==> src/rtl/rt_bit_reg.sv <==
module rt_bit_reg #(
  parameter int ST_WINDOW = 9600,
  localparam int STW = $clog2(ST_WINDOW + 1)
) (
  input  logic        clk,
  input  logic        rst_n,
  input  logic        cmd_valid,
  input  logic        cmd_tx,
  input  logic        cmd_bcast,
  input  logic        cmd_mode,
  input  logic [4:0]  cmd_code,
  input  logic        ss_cmd_ok,
  input  logic        rsvd_chk,
  input  logic        ev_bad_tr,
  input  logic        ev_wc_low,
  input  logic        ev_wc_high,
  input  logic        ev_loop_err,
  input  logic        ev_hs_fail,
  input  logic        ev_bad_shdn,
  input  logic        ev_tto_b0,
  input  logic        ev_tto_b1,
  input  logic        bus0_off,
  input  logic        bus1_off,
  input  logic        tflag_inh,
  output logic [15:0] bit_word
);

  localparam logic [31:0] KEEP_CODES = 32'h000C_0004;
  localparam logic [31:0] RSVD_CODES = 32'hFFC0_FE00;
  localparam logic [31:0] TXDAT_CODES = 32'h000D_0004;
  localparam logic [4:0]  MC_SELFTEST = 5'd3;
  localparam logic [4:0]  MC_RESET = 5'd8;

  logic [7:0]     lat;
  logic [1:0]     tto_bus;
  logic           st_on;
  logic [STW-1:0] st_cnt;

  logic [31:0] code_hot;
  logic is_mc, keep, rt_reset, wants_tx, clr_cmd, trip;
  logic st_start, st_expire;
  logic [7:0] set_v, clr_v;

  assign code_hot  = 32'd1 << cmd_code;
  assign is_mc     = cmd_valid & cmd_mode;
  assign keep      = is_mc & |(code_hot & KEEP_CODES);
  assign rt_reset  = is_mc & (cmd_code == MC_RESET) & ss_cmd_ok;
  assign wants_tx  = cmd_tx & (~cmd_mode | |(code_hot & TXDAT_CODES));
  assign clr_cmd   = cmd_valid & ~keep;
  assign trip      = ev_tto_b0 | ev_tto_b1;
  assign st_start  = is_mc & (cmd_code == MC_SELFTEST) & ss_cmd_ok;
  assign st_expire = st_on & (st_cnt == STW'(ST_WINDOW - 1)) & ~trip;

  always_comb begin
    set_v[0] = st_expire | (~st_on & trip);
    set_v[1] = ev_hs_fail;
    set_v[2] = ev_loop_err;
    set_v[3] = ev_bad_tr;
    set_v[4] = ev_bad_shdn |
               (clr_cmd & (~ss_cmd_ok | (rsvd_chk & cmd_mode & |(code_hot & RSVD_CODES))));
    set_v[5] = ev_wc_low;
    set_v[6] = ev_wc_high;
    set_v[7] = clr_cmd & cmd_bcast & wants_tx;
    clr_v    = {{5{clr_cmd | rt_reset}}, {3{rt_reset}}};
  end

  always_ff @(posedge clk or negedge rst_n) begin
    if (!rst_n) begin
      lat     <= '0;
      tto_bus <= '0;
    end else begin
      lat     <= (lat & ~clr_v) | set_v;
      tto_bus <= (tto_bus & {2{~rt_reset}}) | {ev_tto_b1, ev_tto_b0};
    end
  end

  always_ff @(posedge clk or negedge rst_n) begin
    if (!rst_n) begin
      st_on  <= 1'b0;
      st_cnt <= '0;
    end else if (st_start) begin
      st_on  <= 1'b1;
      st_cnt <= '0;
    end else if (st_on) begin
      if (trip || st_expire || rt_reset) st_on <= 1'b0;
      st_cnt <= st_cnt + 1'b1;
    end
  end

  assign bit_word = {2'b00, tto_bus, tflag_inh, 1'b0, bus1_off, bus0_off, lat};

endmodule


==> config.mk <==
export PLATFORM = sky130hd
export DESIGN_NAME = rt_bit_reg
export DESIGN_NICKNAME = d
export VERILOG_FILES = /design/src/rtl/rt_bit_reg.sv
export SDC_FILE = /design/constraint.sdc
export NUM_CORES = 1
export LEC_CHECK = 0
export BUFFER_PORTS_ARGS = -buffer_cell sky130_fd_sc_hd__buf_4
export CAP_MARGIN = 40
export CORE_MARGIN = 2
export CORE_UTILIZATION = 50
export CTS_CLUSTER_DIAMETER = 60
export CTS_CLUSTER_SIZE = 20
export DETAILED_ROUTE_END_ITERATION = 7
export HOLD_SLACK_MARGIN = 0.1
export PLACE_DENSITY = 0.79
export REMOVE_ABC_BUFFERS = 1
export SLEW_MARGIN = 20
export SYNTH_ARGS = -nofsm -noshare
export SYNTH_HDL_FRONTEND = slang
export SYNTH_SLANG_ARGS = --single-unit
==> constraint.sdc <==
create_clock -name clk -period 2 [get_ports clk]
set_input_delay 0.4 -clock clk [delete_from_list [all_inputs] [get_ports clk]]
set_output_delay 0.4 -clock clk [all_outputs]
set_load 0.03 [all_outputs]
Yosys cells after proc, flatten, opt, wreduce, memory -nomap -nowiden
Index checks and enable logic that the tools add are counted.
- bits of input ports: 24
- register bits: 25
- shift-type cells: 1
- reductions and logical operators: 6
- equality and inequality tests: 3
- add/sub/neg operators: 1
- mux-type cells: 5
- bitwise operators: 33
- operators with widths (kind ; number):
    left shift 1 x 5 -> 32 bit, first input constant ; 1
    2-to-1 mux 14 bit ; 2
    OR reduction 17 bit ; 1
    bitwise AND 1 bit ; 16
    adder 14 x 1 -> 14 bit, second input constant ; 1
    == test 14 bit, second input constant ; 1
    bitwise AND 8 bit ; 1
    inverter 8 bit ; 1
    OR 8 bit ; 1
    inverter 1 bit ; 6
    OR 1 bit ; 6
    == test 5 x 2 -> 1 bit, second input constant ; 1
    == test 5 x 4 -> 1 bit, second input constant ; 1
    OR reduction 4 bit ; 1
    2-to-1 mux 1 bit ; 3
    OR reduction 3 bit ; 1
    bitwise AND 2 bit ; 1
    logical OR 1 bit ; 2
    OR 2 bit ; 1
    nonzero test 2 bit ; 1

Logic depth before layout (Yosys ltp)
- depth in word-level cells: 9
- depth in mapped cells: 5
- depth with buffers taken out: 5

Worst setup path before layout
Ideal clock, no wire load.
- kind: reg-to-reg
- start: register st_on
- end: register st_cnt[13]
- period minus slack after synthesis: 1.557 ns
- stages on the path, launching flop included: 6
- buffers on the path: 1
- setup slack: 0.443 ns
- required time: 1.923 ns
- data arrival time: 1.479 ns
- library setup time: 0.077 ns
- cells stage by stage: dfrtp_1 buf_6 nand3_2 or3_4 or4b_1 a21oi_1
- longest elaborated chain between the ends: 1
- RTL lines (item ; RTL line ; source):
    start: declaration ; 36 ; logic st_on;
    start signal: assignment ; 79 ; st_on <= 1'b0;
    start signal: assignment ; 82 ; st_on <= 1'b1;
    start signal: assignment ; 85 ; if (trip || st_expire || rt_reset) st_on <= 1'b0;
    nonzero test 2 bit (no line) ; -- ;
    end signal: assignment ; 86 ; st_cnt <= st_cnt + 1'b1;
    end: declaration ; 37 ; logic [STW-1:0] st_cnt;
Every way passes these cells.
A chain may end at the register's enable or synchronous reset.

Worst setup path after layout
Ends and elaborated chain as after synthesis.

==> impl_metrics.env <==
export IMPL_synthCells=124
export IMPL_fin_tns_setup_ns=0
export IMPL_path_clk_slew_ns=0.13
export IMPL_finalWorstSetupSlack_ns=0.260
export IMPL_track_usage_pct=20.2
export IMPL_fin_worst_skew_ns=0.00182
export IMPL_maxSlewViolCount=0
export IMPL_overflow=0
export IMPL_clock_sinks=25
export IMPL_yosysUniqueCellTypes=36
export IMPL_ys_seq_area_share_pct=49.4
export IMPL_die_h_um=54.4
export IMPL_cts_buffer_depth=2
export IMPL_dpl_instance_area_mm2=0.00147
export IMPL_total_leakage_power_nw=0.634
export IMPL_synth_flop_cell="dfrtp_1"
export IMPL_io_pins=40
export IMPL_yosys_top_cells_count="dfrtp_1 (25), nor2_1 (15), a21o_1 (7), nand2_1 (7)"
export IMPL_setup_violations=0
export IMPL_post_cts_buffers=0
export IMPL_htree_levels=1
export IMPL_antenna_cells=0
export IMPL_design_area_mm2=0.00151
export IMPL_critPathBufInv=0
export IMPL_yosysMostFrequentCell="dfrtp_1"
export IMPL_synth_area_leader_cell="dfrtp_1"
export IMPL_dr_pass1_iters=4
export IMPL_cap_violations=0
export IMPL_fillers=205
export IMPL_vias_per_cell=5.64
export IMPL_core_area_mm2=0.00243
export IMPL_vias=1026
export IMPL_async_flop_share_pct=100
export IMPL_synth_top_area_share_pct=49.4
export IMPL_synth_warnings=0
export IMPL_drc=0
export IMPL_worstPathRequired_ns=2.26
export IMPL_final_min_clock_period_ns=1.74
export IMPL_dr_first_iter_drc_count=19
export IMPL_die_area_mm2=0.00295
export IMPL_netlist_area_mm2=0.00127
export IMPL_drive_gt1_share_pct=24.3
export IMPL_wire_per_inst_um=13.4
export IMPL_cp_max_fo=8
export IMPL_seqCellArea_um2=626
export IMPL_final_cells=182
export IMPL_synth_edf_count=0
export IMPL_hold_violations=0
export IMPL_fp_row_count=18
export IMPL_detail_route_antenna_nets=0
export IMPL_hpwl_mm=1.87
export IMPL_drt_total_wl_mm=2.45
export IMPL_ctsRootBufferMaster="clkbuf_4"
export IMPL_gp_congestion=0.778
export IMPL_multi_input_area_um2=574
export IMPL_io_buffers=30
export IMPL_grt_pass1_wl_mm=4.31
export IMPL_slowest_stage="dfrtp_1"
export IMPL_cts_made_buffers=3
export IMPL_crit_type="flop to flop"
export IMPL_nets=178
export IMPL_power_density_mw_per_mm2=817
export IMPL_start_util_pct=52.1
export IMPL_dp_cells=177
export IMPL_peakVddDrop_uv=494
export IMPL_fmax_mhz=575
export IMPL_antenna_found_initial=0
export IMPL_rsz0062_at_grt="no"
export IMPL_min_delay_path_class="primary input to flop"
export IMPL_crit_path_end_kind="flop"
export IMPL_crit_arrival_ns=2.00
export IMPL_ff2ff_setup_slack_ns=0.26
export IMPL_clk_latency_ns=0.32
export IMPL_critPathLaunchType="flop"
export IMPL_post_place_ws_ns=0.293
export IMPL_power_total_mw=1.23
export IMPL_worstPathCellList="nand3_2 > or3_4 > or4b_1 > a21oi_1"
export IMPL_finalCritPeriodShare_pct=87.0
export IMPL_ys_ff_latch=25
export IMPL_cts_tree="yes"
export IMPL_grt_max_degree=26
export IMPL_yosys_top_cells_area="dfrtp_1 (49%), nor2_1 (4.4%), a21o_1 (4.1%)"
export IMPL_grt_pass1_vias=997
export IMPL_cts_resized=0
export IMPL_areaGrowthSynthToFinish_pct=19.2
export IMPL_status="complete, no violations"
export IMPL_crit_family="simple AND/OR/NAND/NOR gates"
export IMPL_avgSynthCellArea_um2=10.2
export IMPL_die_w_um=54.4
export IMPL_worst_path_largest_cell_delay_ns=0.52
-- where the power goes --
part	switching, mW	leakage [nW]	internal, mW
clock network	0.148	0.0150	0.0781
logic	0.158	0.360	0.146
registers	0.111	0.259	0.593
total	0.417	0.634	0.817
-- cell families (layout without fill, tap and decap cells) --
logic type               count (synthesis)  after routing  synth area share [%]
buffers and inverters                   12             38                  5.92
other                                    1              3                 0.296
AO/OA/AOI/OAI                           24             24                  12.9
adder cells (fa/ha/maj)                  2              2                  1.78
AND/OR/NAND/NOR                         49             49                  21.9
flip-flops                              25             25                  49.4
XOR/XNOR                                 9              9                  6.22
multiplexers                             2              2                  1.58
-- cells in the final DEF (no fill, tap or decap), types with 2 or more instances in the layout --
cell,synthesis,layout
conb_1,1,3
inv_1,3,3
nand3_1,3,3
clkbuf_4,0,3
buf_4,6,30
a21oi_1,6,6
o31ai_1,3,3
mux2i_1,2,2
or3_1,3,3
nand2b_1,2,2
nor4_1,2,2
a41o_1,2,2
o21ai_0,3,3
dfrtp_1,25,25
nand2_1,7,7
nor4b_1,2,2
a21o_1,7,7
xnor2_1,6,6
nand4_1,4,4
xor2_1,3,3
nor2_1,15,15
nor4bb_1,2,2
nor3_1,2,2
-- through the flow --
step	util (%)	hold slack (ns)
after detailed placement	60.6	0.316
after global placement	60.6	0.311
after CTS	62.1	0.241
final	62.1	0.244
after global routing	62.1	0.237
after floorplan	-	0.104
-- per-layer routing --
metal  routed length [um]  track usage, %
met1                 1100            26.6
met2                 1210            33.5
met3                  114            3.83
met5                    0               0
met4                   16            6.25
-- area by class of cell --
type	count	area share [%]
inverter	3	0.746
clock buffer	4	1.74
timing repair buffer	31	15.6
tap	30	2.49
sequential	25	41.4
multi-input combinational	89	38.0
-- registers in the layout, summed over array words and instances (netlist names) --
register and cells:
tto_bus 2, lat 8, st_cnt 14, st_on 1
-- path summary, 6_finish.rpt --
kind                             from          to  cells past startpoint
min                        ev_hs_fail      lat[1]                      2
max                             st_on  st_cnt[13]                      4
min in group asynchronous       rst_n   st_cnt[4]                      2
min reg2reg                    lat[3]      lat[3]                      1
max in group asynchronous       rst_n   st_cnt[0]                      2
max reg2reg                     st_on  st_cnt[13]                      4
-- timing repair --
item,CTS,global route
hold endpoints to repair,25,0
hold buffers,1,0
setup endpoints to repair,0,0
No activity file was read; power rests on OpenSTA's default activity.
